===== src/rtl/lrsc_pkg.sv =====
package lrsc_pkg;

  typedef enum logic [1:0] {
    KIND_NONE  = 2'b00,
    KIND_LR    = 2'b01,
    KIND_SC    = 2'b10,
    KIND_OTHER = 2'b11
  } reqKind_e;

  typedef struct packed {
    logic setResv;
    logic clrResv;
  } resvStrobe_t;

endpackage


===== src/rtl/lrsc_datapath.sv =====
module lrsc_datapath
  import lrsc_pkg::*;
#(
  parameter int ADDR_W     = 32,
  parameter int GRAIN_BITS = 2
) (
  input  logic              clk,
  input  logic              rst_n,
  input  resvStrobe_t       strobe,
  input  logic [ADDR_W-1:0] reqAddr,
  input  logic              snoopValid,
  input  logic [ADDR_W-1:0] snoopAddr,
  output logic              resvValid,
  output logic [ADDR_W-1:0] resvAddr,
  output logic              scMatch,
  output logic              snoopMatch
);

  localparam logic [ADDR_W-1:0] GRAIN_MASK = ~((ADDR_W'(1) << GRAIN_BITS) - ADDR_W'(1));

  logic [ADDR_W-1:0] reqWord;
  logic [ADDR_W-1:0] snoopWord;

  assign reqWord   = reqAddr & GRAIN_MASK;
  assign snoopWord = snoopAddr & GRAIN_MASK;

  assign scMatch    = resvValid && (reqWord == resvAddr);
  assign snoopMatch = resvValid && snoopValid && (snoopWord == resvAddr);

  always_ff @(posedge clk) begin
    if (!rst_n) begin
      resvValid <= 1'b0;
      resvAddr  <= '0;
    end else if (strobe.setResv) begin
      resvValid <= 1'b1;
      resvAddr  <= reqWord;
    end else if (strobe.clrResv) begin
      resvValid <= 1'b0;
    end
  end

  // an armed reservation always holds a word-aligned address
  p_aligned_tag_r4: assert property (@(posedge clk) disable iff (!rst_n)
    resvValid |-> ((resvAddr & ~GRAIN_MASK) == '0));

endmodule


===== src/rtl/lrsc_ctrl.sv =====
module lrsc_ctrl
  import lrsc_pkg::*;
#(
  parameter int STATUS_W = 64
) (
  input  logic                clk,
  input  logic                rst_n,
  input  logic                reqValid,
  input  logic [1:0]          reqKind,
  input  logic                scMatch,
  input  logic                snoopMatch,
  output resvStrobe_t         strobe,
  output logic                storeEn,
  output logic                scDone,
  output logic [STATUS_W-1:0] scStatus
);

  reqKind_e kind;
  logic     isLr;
  logic     isSc;

  assign kind = reqKind_e'(reqKind);
  assign isLr = reqValid && (kind == KIND_LR);
  assign isSc = reqValid && (kind == KIND_SC);

  always_comb begin
    strobe.setResv = isLr;
    strobe.clrResv = isSc || snoopMatch;
    storeEn        = isSc && scMatch && !snoopMatch;
    scDone         = isSc;
    scStatus       = '0;
    if (isSc && !storeEn) scStatus = STATUS_W'(1);
  end

  // two store-conditionals back to back: the second cannot write
  p_sc_back_to_back_r5: assert property (@(posedge clk) disable iff (!rst_n)
    (isSc && $past(isSc)) |-> !storeEn);

  // no write outside a store-conditional cycle
  p_store_only_sc_r10: assert property (@(posedge clk) disable iff (!rst_n)
    storeEn |-> scDone);

endmodule


===== src/rtl/lrsc_monitor.sv =====
module lrsc_monitor
  import lrsc_pkg::*;
#(
  parameter int ADDR_W     = 32,
  parameter int GRAIN_BITS = 2,
  parameter int STATUS_W   = 64
) (
  input  logic                clk,
  input  logic                rst_n,
  input  logic                reqValid,
  input  logic [1:0]          reqKind,
  input  logic [ADDR_W-1:0]   reqAddr,
  input  logic                snoopValid,
  input  logic [ADDR_W-1:0]   snoopAddr,
  output logic                storeEn,
  output logic                scDone,
  output logic [STATUS_W-1:0] scStatus
);

  resvStrobe_t       strobe;
  logic              resvValid;
  logic [ADDR_W-1:0] resvAddr;
  logic              scMatch;
  logic              snoopMatch;

  lrsc_ctrl #(.STATUS_W(STATUS_W)) uCtrl (
    .clk        (clk),
    .rst_n      (rst_n),
    .reqValid   (reqValid),
    .reqKind    (reqKind),
    .scMatch    (scMatch),
    .snoopMatch (snoopMatch),
    .strobe     (strobe),
    .storeEn    (storeEn),
    .scDone     (scDone),
    .scStatus   (scStatus)
  );

  lrsc_datapath #(.ADDR_W(ADDR_W), .GRAIN_BITS(GRAIN_BITS)) uDp (
    .clk        (clk),
    .rst_n      (rst_n),
    .strobe     (strobe),
    .reqAddr    (reqAddr),
    .snoopValid (snoopValid),
    .snoopAddr  (snoopAddr),
    .resvValid  (resvValid),
    .resvAddr   (resvAddr),
    .scMatch    (scMatch),
    .snoopMatch (snoopMatch)
  );

  localparam logic [ADDR_W-1:0] WORD_MASK = ~((ADDR_W'(1) << GRAIN_BITS) - ADDR_W'(1));

  logic portLr;
  logic portSc;
  assign portLr = reqValid && (reqKind == 2'b01);
  assign portSc = reqValid && (reqKind == 2'b10);

  // any store-conditional leaves the reservation disarmed
  p_sc_consumes_r5: assert property (@(posedge clk) disable iff (!rst_n)
    portSc |=> !resvValid);

  // a load-reserved arms the reservation on its word
  p_lr_arms_r4: assert property (@(posedge clk) disable iff (!rst_n)
    portLr |=> (resvValid && resvAddr == ($past(reqAddr) & WORD_MASK)));

  // a foreign write to the reserved word disarms it
  p_snoop_kills_r6: assert property (@(posedge clk) disable iff (!rst_n)
    (resvValid && snoopValid && ((snoopAddr & WORD_MASK) == resvAddr) && !portLr) |=> !resvValid);

  // a write is only allowed under an armed reservation
  p_store_needs_resv_r3: assert property (@(posedge clk) disable iff (!rst_n)
    storeEn |-> resvValid);

endmodule


===== config.mk =====
export PLATFORM = sky130hd
export DESIGN_NAME = lrsc_monitor
export DESIGN_NICKNAME = d
export VERILOG_FILES = /design/src/rtl/lrsc_pkg.sv /design/src/rtl/lrsc_datapath.sv /design/src/rtl/lrsc_ctrl.sv /design/src/rtl/lrsc_monitor.sv
export SDC_FILE = /design/constraint.sdc
export NUM_CORES = 1
export LEC_CHECK = 0
export BUFFER_PORTS_ARGS = -buffer_cell sky130_fd_sc_hd__buf_2
export CORE_ASPECT_RATIO = 1.5
export CORE_MARGIN = 1.5
export CORE_UTILIZATION = 48
export DETAILED_ROUTE_END_ITERATION = 10
export PLACE_DENSITY = 0.87
export SLEW_MARGIN = 20
export SYNTH_ARGS = -nofsm -noshare
export SYNTH_HDL_FRONTEND = slang
export SYNTH_SLANG_ARGS = --single-unit

===== constraint.sdc =====
create_clock -name clk -period 2.5 [get_ports clk]
set_input_delay 0.25 -clock clk [delete_from_list [all_inputs] [get_ports clk]]
set_output_delay 0.25 -clock clk [all_outputs]
set_load 0.01 [all_outputs]

==> metrics.md <==
| Metric | Value |
|---|---|
| RSZ-0062 raised after global routing | `false` |
| Nature of the critical path endpoint | `output port` |
| Full die area | `~0.0053 mm2` |
| Final hold viol count | `0` |
| Worst Skew | `about 0.0032 ns` |
| Vias in the first global route | `~1700` |
| Initial Utilization | `0.505` |
| Row Count | `30` |
| Area of the core | `between 0.004 and 0.005 mm2` |
| Post-route insts no fill | `417` |
| Reg power frac | `0.439` |
| Reg-to-reg setup timing slack | `0.96 ns` |
| Number of distinct library cells after synthesis | `23` |
| Synth warnings | `0` |
| Post-CTS Setup Inserts | `0` |
| Pwr Total | `1.20 mW` |
| Die span in x | `approximately 60 um` |
| Total leakage power | `approximately 1.1 nW` |
| Post-Syn Area per Cell | `8.13 um2` |
| Sink Count | `31` |
| Worst-path fanout max | `3` |
| Max Slew Vio Count | `0` |
| Max Buffers Root-to-Sink | `2` |
| Area of the mapped netlist | `0.00233 mm2` |
| Synthesized flop and latch total | `31` |
| Worst setup path category | `reg -> out` |
| Final WL | `between 4000 and 5000 um` |
| RR Startpoint | `uDp.resvAddr[14]` |
| Grt ovf | `0` |
| Clk network pwr share | `0.361` |
| Cts repair resizes | `0` |
| Initial antenna violation count | `0` |
| R2r worst-path depth | `5` |
| Die Ht | `~88 um` |
| WHS Path Cells | `3` |
| Number of max-cap violations | `0` |
| CTS tree | `yes` |
| FMAX | `about 0.47 GHz` |
| Layout cells sized above 1 | `0.227` |
| Via count | `approximately 1900` |
| WL per Instance | `about 12 um` |
| Sum of negative setup slack | `0 ns` |
| TritonRoute pass-1 iters | `4` |
| Layout area overhead | `10.6%` |
| DRT iter0 DRCs | `23` |
| Combinational power share | `0.199` |
| Vias per inst | `4.51` |
| Worst slew margin | `0.614` |
| Post-DP HPWL | `about 3900 um` |
| Nets | `422` |
| DRT antenna net count | `0` |
| Hold Path End | `uDp.resvAddr[19]` |
| First-pass GRT wire length | `roughly 7400 um` |
| CTS Root Buffer Type | `clkbuf_8` |
| Post-Place Cells | `between 400 and 500` |
| Worst-Margin Slew | `0.579 ns` |
| Buffers on Ports | `just under 70` |
| Worst min-delay path class | `in -> reg` |
| Critical Path AT | `1.88 ns` |
| Htree depth | `2` |
| CP required | `about 2.3 ns` |
| Worst-Skew Late Latency | `approximately 0.28 ns` |
| PwrDens | `between 400 and 500 mW/mm2` |
| Setup violators final | `0` |
| Clock transition at the registers of the reported paths | `~0.070 ns` |
| Sequential fraction of the synthesis area | `0.266` |
| Routability cong. | `roughly 0.76` |
| Peak supply drop | `~260 uV` |
| Overall Global Routing Usage | `0.189` |
| Tcrit/Tclk final | `0.851` |
| ANT cells | `0` |
| Int Pwr | `~0.87 mW` |
| Worst R2R End | `uDp.resvValid` |
| Final Critical Period | `~2.1 ns` |
| Switching share of total power | `0.279` |
| Hold-fix buffers at CTS | `0` |
| Synth top area share | `0.266` |
| Synth area leader | `dfxtp_1` |
| Largest cells by area after synthesis | `dfxtp_1 (27%), buf_4 (20%), xnor2_1 (16%)` |
| Setup crit start kind | `flop` |
| Syn Inst Count | `roughly 290` |
| Pin count of the biggest net entering global routing | `32` |
| CTS buffer count | `5` |
| IO Count | `about 140` |
| NetSw | `0.336 mW` |
| Outcome | `completed` |
| DRC errors left | `0` |
| Hold Path Origin | `reqAddr[19]` |
cells by family after synthesis:
kind of cell / after synthesis / synth area share
simple gates: 87 / 0.176
xor+xnor: 60 / 0.225
buf+inv: 74 / 0.222
flops: 31 / 0.266
compound gates: 34 / 0.109
other cells: 1 / 0.00161
power groups by stage:
stage / logic [mW] / clock network, mW / registers, mW
after floorplan: 0.223 / 0 / 0.536
after global placement: 0.236 / 0 / 0.538
after detailed placement: 0.239 / 0 / 0.539
after CTS: 0.240 / 0.443 / 0.528
after global routing: 0.269 / 0.464 / 0.530
final: 0.240 / 0.435 / 0.528
stage by stage:
stage / util / setup slack, ns / hold WS (ns) / area, um2
2_1_floorplan: - / 0.997 / 0.395 / 2570
3_3_place_gp: 0.537 / 0.702 / 0.487 / 2480
3_5_place_dp: 0.537 / 0.701 / 0.498 / 2480
4_1_cts: 0.559 / 0.376 / 0.228 / 2580
5_1_grt: 0.559 / 0.314 / 0.246 / 2580
6_report: 0.559 / 0.373 / 0.230 / 2580
cells in the mapped netlist (all sizes together):
cell type	number
dfxtp	31
nand2	62
o21a	2
a21boi	30
nand3b	2
or3	1
clkbuf	7
a21oi	1
buf	66
a21bo	1
nor2	1
xor2	17
nor4	7
xnor2	43
nand3	3
and3b	1
inv	1
and4	1
conb	1
nand4	9
flip-flops by register name (all words and copies together) (netlist names):
register,cells
uDp.resvAddr,30
uDp.resvValid,1
placed cells by master, fill, tap and decap left out:
cell | Yosys | layout
conb_1 | 1 | 63
nor2_1 | 1 | 1
dfxtp_1 | 31 | 31
nand3b_1 | 1 | 1
nor4_1 | 6 | 6
xor2_1 | 17 | 17
o21a_1 | 2 | 2
nand2_1 | 62 | 62
buf_2 | 3 | 68
nor4_2 | 1 | 1
or3_1 | 1 | 1
inv_1 | 1 | 1
a21boi_0 | 30 | 30
buf_4 | 63 | 1
and4_1 | 1 | 1
clkbuf_8 | 0 | 7
a21bo_2 | 1 | 1
and3b_2 | 1 | 1
nand3_1 | 3 | 3
a21oi_1 | 1 | 1
nand3b_4 | 1 | 1
xnor2_1 | 43 | 43
clkbuf_1 | 7 | 1
nand4_1 | 9 | 9
critical path, cell delays in order, from the launching register on:
cell	delay [ns]
dfxtp_1	0.41
xnor2_1	0.14
nand4_1	0.13
nor4_1	0.46
a21bo_2	0.22
o21a_1	0.11
buf_2	0.12
final cells by class:
| class | count | area (um2) |
|---|---|---|
| Inverter | 1 | 3.75 |
| Sequential cell | 31 | 621 |
| Fill cell | 452 | 2040 |
| Multi-Input combinational cell | 244 | 1430 |
| Clock buffer | 8 | 100 |
| Tap cell | 64 | 80.1 |
| Timing Repair Buffer | 69 | 348 |
routing by layer:
layer / wire length, um / GRT usage / up-vias
met3: 295 / 0.0365 / 15
met4: 167 / 0.0970 / 0
met5: 0 / 0 / -
met2: 2620 / 0.348 / 103
li1: - / - / 929
met1: 1810 / 0.196 / 834
worst max path at each step:
stage                           from           to
global placement       snoopAddr[29]  scStatus[0]
detailed placement        reqKind[0]  scStatus[0]
floorplan            uDp.resvAddr[3]  scStatus[0]
CTS                 uDp.resvAddr[14]  scStatus[0]
global route        uDp.resvAddr[14]  scStatus[0]
finish              uDp.resvAddr[14]  scStatus[0]
No activity file was read; power rests on OpenSTA's default activity.
